==> src/rtl/bsp_pkg.sv <==
package bsp_pkg;
  // Period in ticks for a given counter width and prescaler value.
  function automatic int period_ticks(int cnt_w, int ps);
    return 1 << (cnt_w - 1 - ps);
  endfunction

  // Mask of the counter bits that take part in the duty compare.
  function automatic int low_mask(int cnt_w, int ps);
    return period_ticks(cnt_w, ps) - 1;
  endfunction
endpackage

==> src/rtl/bsp_regs.sv <==
module bsp_regs #(
  parameter int DATA_W = 8,
  parameter int PS_W   = 2,
  localparam int DUTY_W = DATA_W - 1
) (
  input  logic              clk,
  input  logic              rst,
  input  logic              wr_en,
  input  logic              addr,
  input  logic [DATA_W-1:0] wdata,
  output logic [DATA_W-1:0] rdata,
  output logic              en,
  output logic [PS_W-1:0]   ps,
  output logic [DUTY_W-1:0] duty
);
  always_ff @(posedge clk) begin
    if (rst) begin
      en   <= 1'b0;
      ps   <= '0;
      duty <= '0;
    end else if (wr_en) begin
      if (addr) begin
        duty <= wdata[DUTY_W-1:0];
      end else begin
        en <= wdata[DATA_W-1];
        ps <= wdata[PS_W-1:0];
      end
    end
  end

  always_comb begin
    rdata = '0;
    if (addr) begin
      rdata[DUTY_W-1:0] = duty;
    end else begin
      rdata[DATA_W-1] = en;
      rdata[PS_W-1:0] = ps;
    end
  end
endmodule

==> src/rtl/bsp_counter.sv <==
module bsp_counter #(
  parameter int CNT_W = 8
) (
  input  logic             clk,
  input  logic             rst,
  input  logic             en,
  input  logic             tick,
  input  logic [CNT_W-1:0] lim,
  output logic [CNT_W-1:0] cnt,
  output logic             wrap
);
  logic [CNT_W-1:0] nxt;

  always_comb begin
    nxt  = cnt + CNT_W'(1);
    // At or past the selected reset bit: this also catches a counter
    // left beyond a freshly shortened period.
    wrap = (nxt >= lim);
  end

  always_ff @(posedge clk) begin
    if (rst || !en) begin
      cnt <= '0;
    end else if (tick) begin
      cnt <= wrap ? '0 : nxt;
    end
  end
endmodule

==> src/rtl/bsp_compare.sv <==
module bsp_compare #(
  parameter int CNT_W = 8,
  localparam int DUTY_W = CNT_W - 1
) (
  input  logic              en,
  input  logic [CNT_W-1:0]  cnt,
  input  logic [CNT_W-1:0]  lim,
  input  logic [DUTY_W-1:0] duty,
  output logic              pwm
);
  logic [CNT_W-1:0] low_bits;

  always_comb begin
    low_bits = cnt & (lim - CNT_W'(1));
    pwm      = en && (low_bits < CNT_W'(duty));
  end
endmodule

==> src/rtl/bitsel_pwm.sv <==
module bitsel_pwm #(
  parameter int CNT_W = 8,
  parameter int PS_W  = 2
) (
  input  logic             clk,
  input  logic             rst,
  input  logic             tick,
  input  logic             wr_en,
  input  logic             addr,
  input  logic [CNT_W-1:0] wdata,
  output logic [CNT_W-1:0] rdata,
  output logic             pwm_out
);
  localparam int DUTY_W = CNT_W - 1;

  logic              en;
  logic [PS_W-1:0]   ps;
  logic [DUTY_W-1:0] duty;
  logic [CNT_W-1:0]  cnt;
  logic [CNT_W-1:0]  lim;
  logic              wrap;

  assign lim = CNT_W'(bsp_pkg::period_ticks(CNT_W, int'(ps)));

  bsp_regs #(.DATA_W(CNT_W), .PS_W(PS_W)) u_regs (
    .clk(clk), .rst(rst), .wr_en(wr_en), .addr(addr), .wdata(wdata),
    .rdata(rdata), .en(en), .ps(ps), .duty(duty)
  );

  bsp_counter #(.CNT_W(CNT_W)) u_cnt (
    .clk(clk), .rst(rst), .en(en), .tick(tick), .lim(lim),
    .cnt(cnt), .wrap(wrap)
  );

  bsp_compare #(.CNT_W(CNT_W)) u_cmp (
    .en(en), .cnt(cnt), .lim(lim), .duty(duty), .pwm(pwm_out)
  );
endmodule

==> config.mk <==
export PLATFORM = sky130hd
export DESIGN_NAME = bitsel_pwm
export DESIGN_NICKNAME = d
export VERILOG_FILES = /design/src/rtl/bsp_pkg.sv /design/src/rtl/bsp_regs.sv /design/src/rtl/bsp_counter.sv /design/src/rtl/bsp_compare.sv /design/src/rtl/bitsel_pwm.sv
export SDC_FILE = /design/constraint.sdc
export NUM_CORES = 1
export LEC_CHECK = 0
export ABC_AREA = 1
export BUFFER_PORTS_ARGS = -buffer_cell sky130_fd_sc_hd__buf_2
export CORE_MARGIN = 8
export CORE_UTILIZATION = 40
export CTS_CLUSTER_SIZE = 30
export DETAILED_ROUTE_END_ITERATION = 12
export SLEW_MARGIN = 10
export SYNTH_ARGS = -nofsm -noshare
export SYNTH_HDL_FRONTEND = slang
export SYNTH_SLANG_ARGS = --single-unit
==> constraint.sdc <==
create_clock -name clk -period 1.78 [get_ports clk]
set_input_delay 0.178 -clock clk [delete_from_list [all_inputs] [get_ports clk]]
set_output_delay 0.178 -clock clk [all_outputs]
set_load 0.005 [all_outputs]
* After elaboration in Yosys (flattened, before gate mapping) *
Cells that the tools add are included.

storage, ports and cells
  bits in registers = 18
  latch bits = 0
  bits in writable memories = 0
  bits in read-only memories = 0
  output and inout port bits = 9
  word-level logic and storage cells = 21
  memories kept = 0

operators by class
  $add $sub $neg = 3
  multipliers = 0
  div/mod/pow operators = 0
  order comparisons = 2
  equal/unequal tests = 0
  shift-type cells = 1
  mux-type cells = 4
  bitwise gates (word level) = 2
  reduce and logical (&&, ||, !) cells = 5

operator list
  cell                                                                number
  1-bit by 32-bit left shift with 8-bit output, first input constant  1
  8-bit by 1-bit adder with 8-bit output, second input constant       1
  8-bit AND                                                           1
  8-bit greater-or-equal comparator                                   1
  8-bit by 7-bit < comparator with 1-bit output                       1
  8-bit two-way mux                                                   1
  8-bit by 1-bit subtractor with 8-bit output, second input constant  1
  5-bit two-way mux                                                   1
  2-bit AND reduction                                                 2
  3-bit by 2-bit subtractor with 4-bit output, first input constant   1
  2-bit two-way mux                                                   1
  1-bit logical AND                                                   1
  1-bit logical NOT                                                   1
  1-bit logical OR                                                    1
  1-bit two-way mux                                                   1
  1-bit NOT                                                           1

* Depth between registers and ports, before layout *
Gate-level depths: netlist (run 1).

  word-level depth = 6
  gate-level depth with buffers = 14
  gate-level depth less buffers = 14

* Modules after synthesis *
A second synthesis (run 1) with hierarchy kept.

second synthesis, totals
  cell total of the unflattened synthesis = 247
  area, all modules = 1544.0 um^2

by module, submodules not included
  module       instances  cells an instance  area an instance (um^2)  seq. area each (um^2)
  bsp_counter  1          100                684.4                    160.2
  bsp_regs     1          73                 480.5                    200.2
  bsp_compare  1          66                 349.1                    0.0
  bitsel_pwm   1          8                  30.0                     0.0

* Least setup slack after synthesis (run 1) *
OpenSTA, ideal clock, no wires.

  path type = reg2reg
  start = register u_cnt.cnt[0]
  end = register u_cnt.cnt[5]
  setup time = 0.117 ns
  arrival time = 1.690 ns
  slack = -0.027 ns
  stages on the path, launching flop included = 14
  path buffers = 0
  period minus slack after synthesis = 1.807 ns
  cell sequence = dfxtp_1 ha_1 nand2_2 nor2_4 nand2_1 nand2_1 nand2_1 ha_1 nand2_1 nor2_1 nand3b_1 nand2_1 nand2_1 nor2_1

on the way
  cells in the longest elaborated chain, start to end = 3

RTL lines
  what                                        line               text
  from (decl)                                 bsp_counter.sv:9   output logic [CNT_W-1:0] cnt,
  from (signal assigned)                      bsp_counter.sv:25  cnt <= wrap ? '0 : nxt;
  8-bit by 1-bit adder with 8-bit output (*)  bsp_counter.sv:15  nxt = cnt + CNT_W'(1);
  8-bit greater-or-equal comparator           bsp_counter.sv:18  wrap = (nxt >= lim);
  8-bit two-way mux (*)                       bsp_counter.sv:25

Mark *: on every way between the ends. The rest lies on a longest branch, timed or not.
A chain may end at the register's enable or synchronous reset.

* Final worst setup path (run 1) *
  start = register u_cnt.cnt[0]
  end = register u_cnt.cnt[3]

Same word-level chain as after synthesis.

==> impl_metrics.tcl, run 1 <==
set metrics [dict create \
    critPathCaptureType "flip-flop" \
    leakage_uw 0.000874 \
    drv_slew 0 \
    syn_area_sq_um 1230 \
    tightest_slew_ns 0.518 \
    period_needed_ns 1.87 \
    min_to "u_regs.duty[0]" \
    wl_per_cell_um 13.3 \
    dp_cells 235 \
    synth_top_cell_by_area "dfxtp_1" \
    firstDrtPassIters 4 \
    drv_cap 0 \
    grt_max_degree 14 \
    synth.top_cells.by_count "nand2_1, inv_1, nor2_1" \
    clk_pin_slew_ns 0.10 \
    async_flop_share_pct 0 \
    diodes 0 \
    syn_to_final_growth_pct 47.7 \
    r2r_end "u_cnt.cnt[3]" \
    outcome "finished, violations left" \
    yosys_warnings 0 \
    cp_top_family "simple AND/OR/NAND/NOR gates" \
    root_buffer "clkbuf_4" \
    cp_data_arrival_time_ns 2.06 \
    synth_seq_cells 18 \
    initial_core_util_pct 41.3 \
    grt_antenna_before_repair 0 \
    place_ws_ns -0.112 \
    cp_cell_sequence "ha_4, nand2_4, nor2_4, nand2_2, nand2_2, nand2_4, ha_4, nand2_4, nor2_4, nand3b_1, nand2_2, nand2_4, nor2_2" \
    synth.avg_cell_area_sq_um 6.91 \
    clockBufferDepth 2 \
    syn_nets 202 \
    final_cells 254 \
    regToRegStartpoint "u_cnt.cnt[0]" \
    setup_slack_ns -0.0892 \
    cp.required_ns 1.97 \
    ys_seq_area_share_pct 29.3 \
    clock_sinks 18 \
    antenna_left 0 \
    p_total_uw 910 \
    r2r_setup_slack_ns -0.09 \
    clock_skew_ns 0.00186 \
    cts_tree "done" \
    synth_edf_count 0 \
    cts-hold-fix-buffers 0 \
    drc 0 \
    holdPathStages 3 \
    vias 1263 \
    yosys.area.top_type_share_pct 29.3 \
    fmaxAchievable_mhz 535 \
    path_common_cell "nand2_4" \
    die_h_um 71.5 \
    drtIter0Drc 50 \
    finalSetupViolCount 8 \
    core-area_sq_um 2980 \
    final_core_utilization_pct 61.0 \
    clock_latency_ns 0.29 \
    drive_above_1_share_pct 52.0 \
    rr_worst_depth 13 \
    viasPerCell 4.97 \
    min_from "wdata[0]" \
    cts_max_level 1 \
    overflow 0 \
    io_buffers 21 \
    worstSetupStartpointType "flip-flop" \
    finalWirelength_mm 3.38 \
    violations "setup timing" \
    die_w_um 71.5 \
    ir_drop_mv 0.268 \
    synth_top_flop_cell "dfxtp_1" \
    whs_ns 0.143 \
    yosysUniqueCellTypes 27 \
    critPathSlowestCell "dfxtp_4" \
    power_density_nw_per_um2 501 \
    grt_pass1_vias 1206 \
    max-slew-margin-rel_pct 65.4 \
    num-nets-final 246 \
    hpwl_mm 2.20 \
    grt_pass1_wl_mm 5.34 \
    io_pins 22 \
    synth_area_leaders "dfxtp_1, nand2_1, ha_1" \
    hold_violations 0 \
    globalplace.congestion 0.860 \
    critPathMaxFanout 5 \
    fp-row-count 20 \
    hp-class "input port to flip-flop" \
    rsz0062_at_grt "true" \
    synth_cells 178 \
    synth.most_common_cell "nand2_1" \
    numCtsBuffers 3 \
    finalCritPeriodShare_pct 105 \
    cp_num_buf_inv 0 \
    grt.total_usage_pct 13.0 \
    dieArea_sq_um 5110 \
    crit_type "flip-flop to flip-flop" \
    cpPeakStageDelay_ns 0.39 \
]
[worst max-delay path by stage]
stage                             from           end  cells past startpoint
after CTS                 u_cnt.cnt[1]  u_cnt.cnt[0]                     13
after global routing      u_cnt.cnt[0]  u_cnt.cnt[3]                     13
final                     u_cnt.cnt[0]  u_cnt.cnt[3]                     13
after global placement    u_cnt.cnt[0]  u_cnt.cnt[5]                     13
after floorplan           u_cnt.cnt[1]  u_cnt.cnt[5]                     13
after detailed placement  u_cnt.cnt[0]  u_cnt.cnt[3]                     13
[logic make-up after synthesis]
group,count (synthesis),synth area share (%)
flip-flops,18,29.3
adder cells (fa/ha/maj),11,11.2
AND/OR/NAND/NOR,86,31.0
buffers and inverters,35,11.5
AO/OA/AOI/OAI,26,15.6
XOR/XNOR,2,1.42
[layout by cell type, fill, tap and decap left out, drive strengths merged]
master / instances
ha: 11
a211oi: 9
nor3: 1
inv: 31
clkbuf: 4
a21oi: 7
dfxtp: 18
nor2: 29
xnor2: 1
o21ai: 8
nand3: 5
a21o: 1
xor2: 1
nand2: 49
o21a: 1
nand3b: 1
and3: 1
buf: 43
[stage by stage]
stage	TNS, ns	instance area [sq um]
final	-0.563	1820
after global placement	-0.256	1410
after CTS	-0.132	1640
after floorplan	0	1240
after detailed placement	-0.580	1410
after global routing	-1.53	1820
[worst min-delay path, delay by kind of cell]
family	cells	cell delay, ns
buffers and inverters	1	0.10
AND/OR/NAND/NOR	1	0.06
AO/OA/AOI/OAI	1	0.06
[sequential cells by signal, indices dropped and copies added, names as in the netlist]
register,count
u_cnt.cnt,8
u_regs.en,1
u_regs.ps,2
u_regs.duty,7
[repair_timing]
item,CTS,global route
buffers inserted,13,2
setup endpoints to repair,9,9
hold endpoints to repair,0,0
resized for setup,26,42
pin swaps,15,24
[metal layers]
| metal | GRT usage (%) | part of all wire (%) | up-vias |
|---|---|---|---|
| met1 | 14.8 | 41 | 587 |
| li1 | - | - | 646 |
| met5 | 0 | 0 | - |
| met2 | 22.8 | 54 | 26 |
| met3 | 2.65 | 4.0 | 4 |
| met4 | 5.67 | 1.2 | 0 |
[where the power goes]
| group | switching [uW] | internal [uW] |
|---|---|---|
| Combinational | 128 | 97.7 |
| Sequential | 13.2 | 416 |
| Clock | 130 | 125 |
[cell type report]
cell class	instances	area (sq um)
clock buffers	4	36.3
inverters	31	124
multi-input cells	125	945
well taps	33	41.3
fillers	268	1160
repair buffers	43	289
flip-flops and latches	18	382
(Power assumes the default switching activity.)
==> inputs of run 2 (changes only) <==
CELL_PAD_IN_SITES_DETAIL_PLACEMENT = 0   (was default)
CELL_PAD_IN_SITES_GLOBAL_PLACEMENT = 1   (was default)
CORE_UTILIZATION = 35   (was 40)
PLACE_DENSITY_LB_ADDON = 0.1   (was default)
clock period = 1.7 ns   (was 1.78 ns; I/O delays follow)
==> run 2 against run 1 <==
Compared with the run above: the flow still finishes with violations (setup timing); register-to-register slack worse by 0.07 ns; sequential share of layout area up 2.0 points; critical path depth unchanged; maximum frequency up 0.61%; combinational power down 8%; cell area down 8.8%; sequential cell count unchanged; non-clock buffer count down 8; first-iteration DRC count down 26%; via count down 10%; worst hold slack worse by 0.012 ns.
==> impl_metrics.tcl, run 2 (synthesis results as in run 1) <==
set metrics [dict create \
    outcome "finished, violations left" \
    violations "setup timing" \
    switching_share_pct 30.0 \
    p_int_uw 653 \
    globalplace.congestion 0.822 \
    die_w_um 75.3 \
    drive_above_1_share_pct 45.5 \
    p_sw_uw 280 \
    clock_latency_ns 0.30 \
    numCtsBuffers 3 \
    worstSetupStartpointType "flip-flop" \
    layout_commonest_cell "nand2_1" \
    whs_ns 0.131 \
    ir_drop_mv 0.426 \
    power_frac_seq_pct 48.1 \
    cts_max_level 1 \
    io_buffers 21 \
    setup_slack_ns -0.158 \
    firstDrtPassIters 4 \
    overflow 0 \
    finalSetupViolCount 9 \
    rsz0062_at_grt "true" \
    wl_per_cell_um 11.8 \
    grt_antenna_before_repair 0 \
    grt.total_usage_pct 11.7 \
    viasPerCell 4.37 \
    power_frac_comb_pct 22.2 \
    crit_type "flip-flop to flip-flop" \
    place_ws_ns -0.150 \
    critPathCaptureType "flip-flop" \
    hpwl_mm 2.40 \
    max-slew-margin-rel_pct 65.9 \
    clk_pin_slew_ns 0.11 \
    period_needed_ns 1.86 \
    critPathMaxFanout 5 \
    clockBufferDepth 2 \
    antenna_left 0 \
    regMostFlops "u_cnt.cnt" \
    leakage_uw 0.000813 \
    grt_pass1_vias 1106 \
    drv_cap 0 \
    grt_max_degree 14 \
    fmaxAchievable_mhz 538 \
    cts_tree "done" \
    fp-row-count 21 \
    syn_to_final_growth_pct 34.7 \
    power_density_nw_per_um2 563 \
    tns_ns -1.10 \
    p_clk_share_pct 29.7 \
    vias 1131 \
    die_h_um 75.3 \
    cp_data_arrival_time_ns 2.06 \
    final_cell_mix "nand2_1, inv_1, buf_2" \
    grt_pass1_wl_mm 5.02 \
    hp-class "input port to flip-flop" \
    largest_register_ff_count 8 \
    dieArea_sq_um 5670 \
    io_pins 22 \
    root_buffer "clkbuf_4" \
    hold_violations 0 \
    diodes 0 \
    finalCritPeriodShare_pct 109 \
    num-nets-final 238 \
    p_total_uw 933 \
    clock_skew_ns 0.00143 \
    initial_core_util_pct 36.6 \
    clock_sinks 18 \
    core-area_sq_um 3360 \
    drv_slew 0 \
    tightest_slew_ns 0.510 \
    drc 0 \
    drtIter0Drc 37 \
    cp.required_ns 1.90 \
    top_regs "u_cnt.cnt: 8 flops, u_regs.duty: 7 flops, u_regs.ps: 2 flops" \
    finalWirelength_mm 3.05 \
]
==> run 2: cell types whose count changed in the layout (fill, tap and decap cells not counted), sizes merged <==
cell	change
buf	-8
==> run 2: worst paths after layout <==
kind | start | to | slack, ns | cells past startpoint
hold reg to reg | u_regs.duty[4] | u_regs.duty[4] | 0.50 | 2
setup reg to reg | u_cnt.cnt[1] | u_cnt.cnt[4] | -0.16 | 13
setup / recovery | u_cnt.cnt[1] | u_cnt.cnt[4] | -0.16 | 13
hold / removal | wdata[0] | u_regs.duty[0] | 0.13 | 3
==> run 2: power groups by stage <==
stage                     clock network (uW)  logic, uW  registers, uW
final                                    277        207            448
after global routing                     310        236            451
after CTS                                289        180            448
after detailed placement                   0        169            462
after global placement                     0        167            462
after floorplan                            0        116            460
==> run 2: metal layers <==
metal | share of wire, % | GRT usage [%] | vias up
li1 | - | - | 631
met1 | 50 | 15.1 | 482
met2 | 45 | 18.4 | 13
met3 | 4.0 | 3.73 | 5
met4 | 0.79 | 2.56 | 0
met5 | 0 | 0 | -
==> run 2: final cells by class <==
type                            instances  area, sq um
Clock buffer                            4         36.3
Tap cell                               46         57.6
Inverter                               31          121
Sequential cell                        18          380
Fill cell                             383         1710
Timing Repair Buffer                   35          210
Multi-Input combinational cell        125          851
==> run 2: critical path, stage by stage (launching register included) <==
cell,delay (ns)
dfxtp_4,0.40
ha_4,0.15
nand2_4,0.06
nor2_4,0.14
nand2_2,0.07
nand2_2,0.07
nand2_2,0.07
ha_4,0.27
nand2_4,0.05
nor2_4,0.10
nand3b_1,0.12
nand2_2,0.08
nand2_4,0.13
nor2_4,0.05
==> run 2: through the flow <==
step	util, %	instances	instance area, sq um
finish	49.3	259	1660
global route	49.3	259	1660
detailed placement	43.2	250	1450
CTS	46.1	257	1550
floorplan	-	178	1250
global placement	43.2	250	1450
==> run 2: what timing repair did <==
action	CTS	global route
endpoints found under the setup margin	9	9
resized for setup	19	27
gates cloned	0	0
hold buffers	0	0
pin swaps	2	18
buffers inserted	3	2
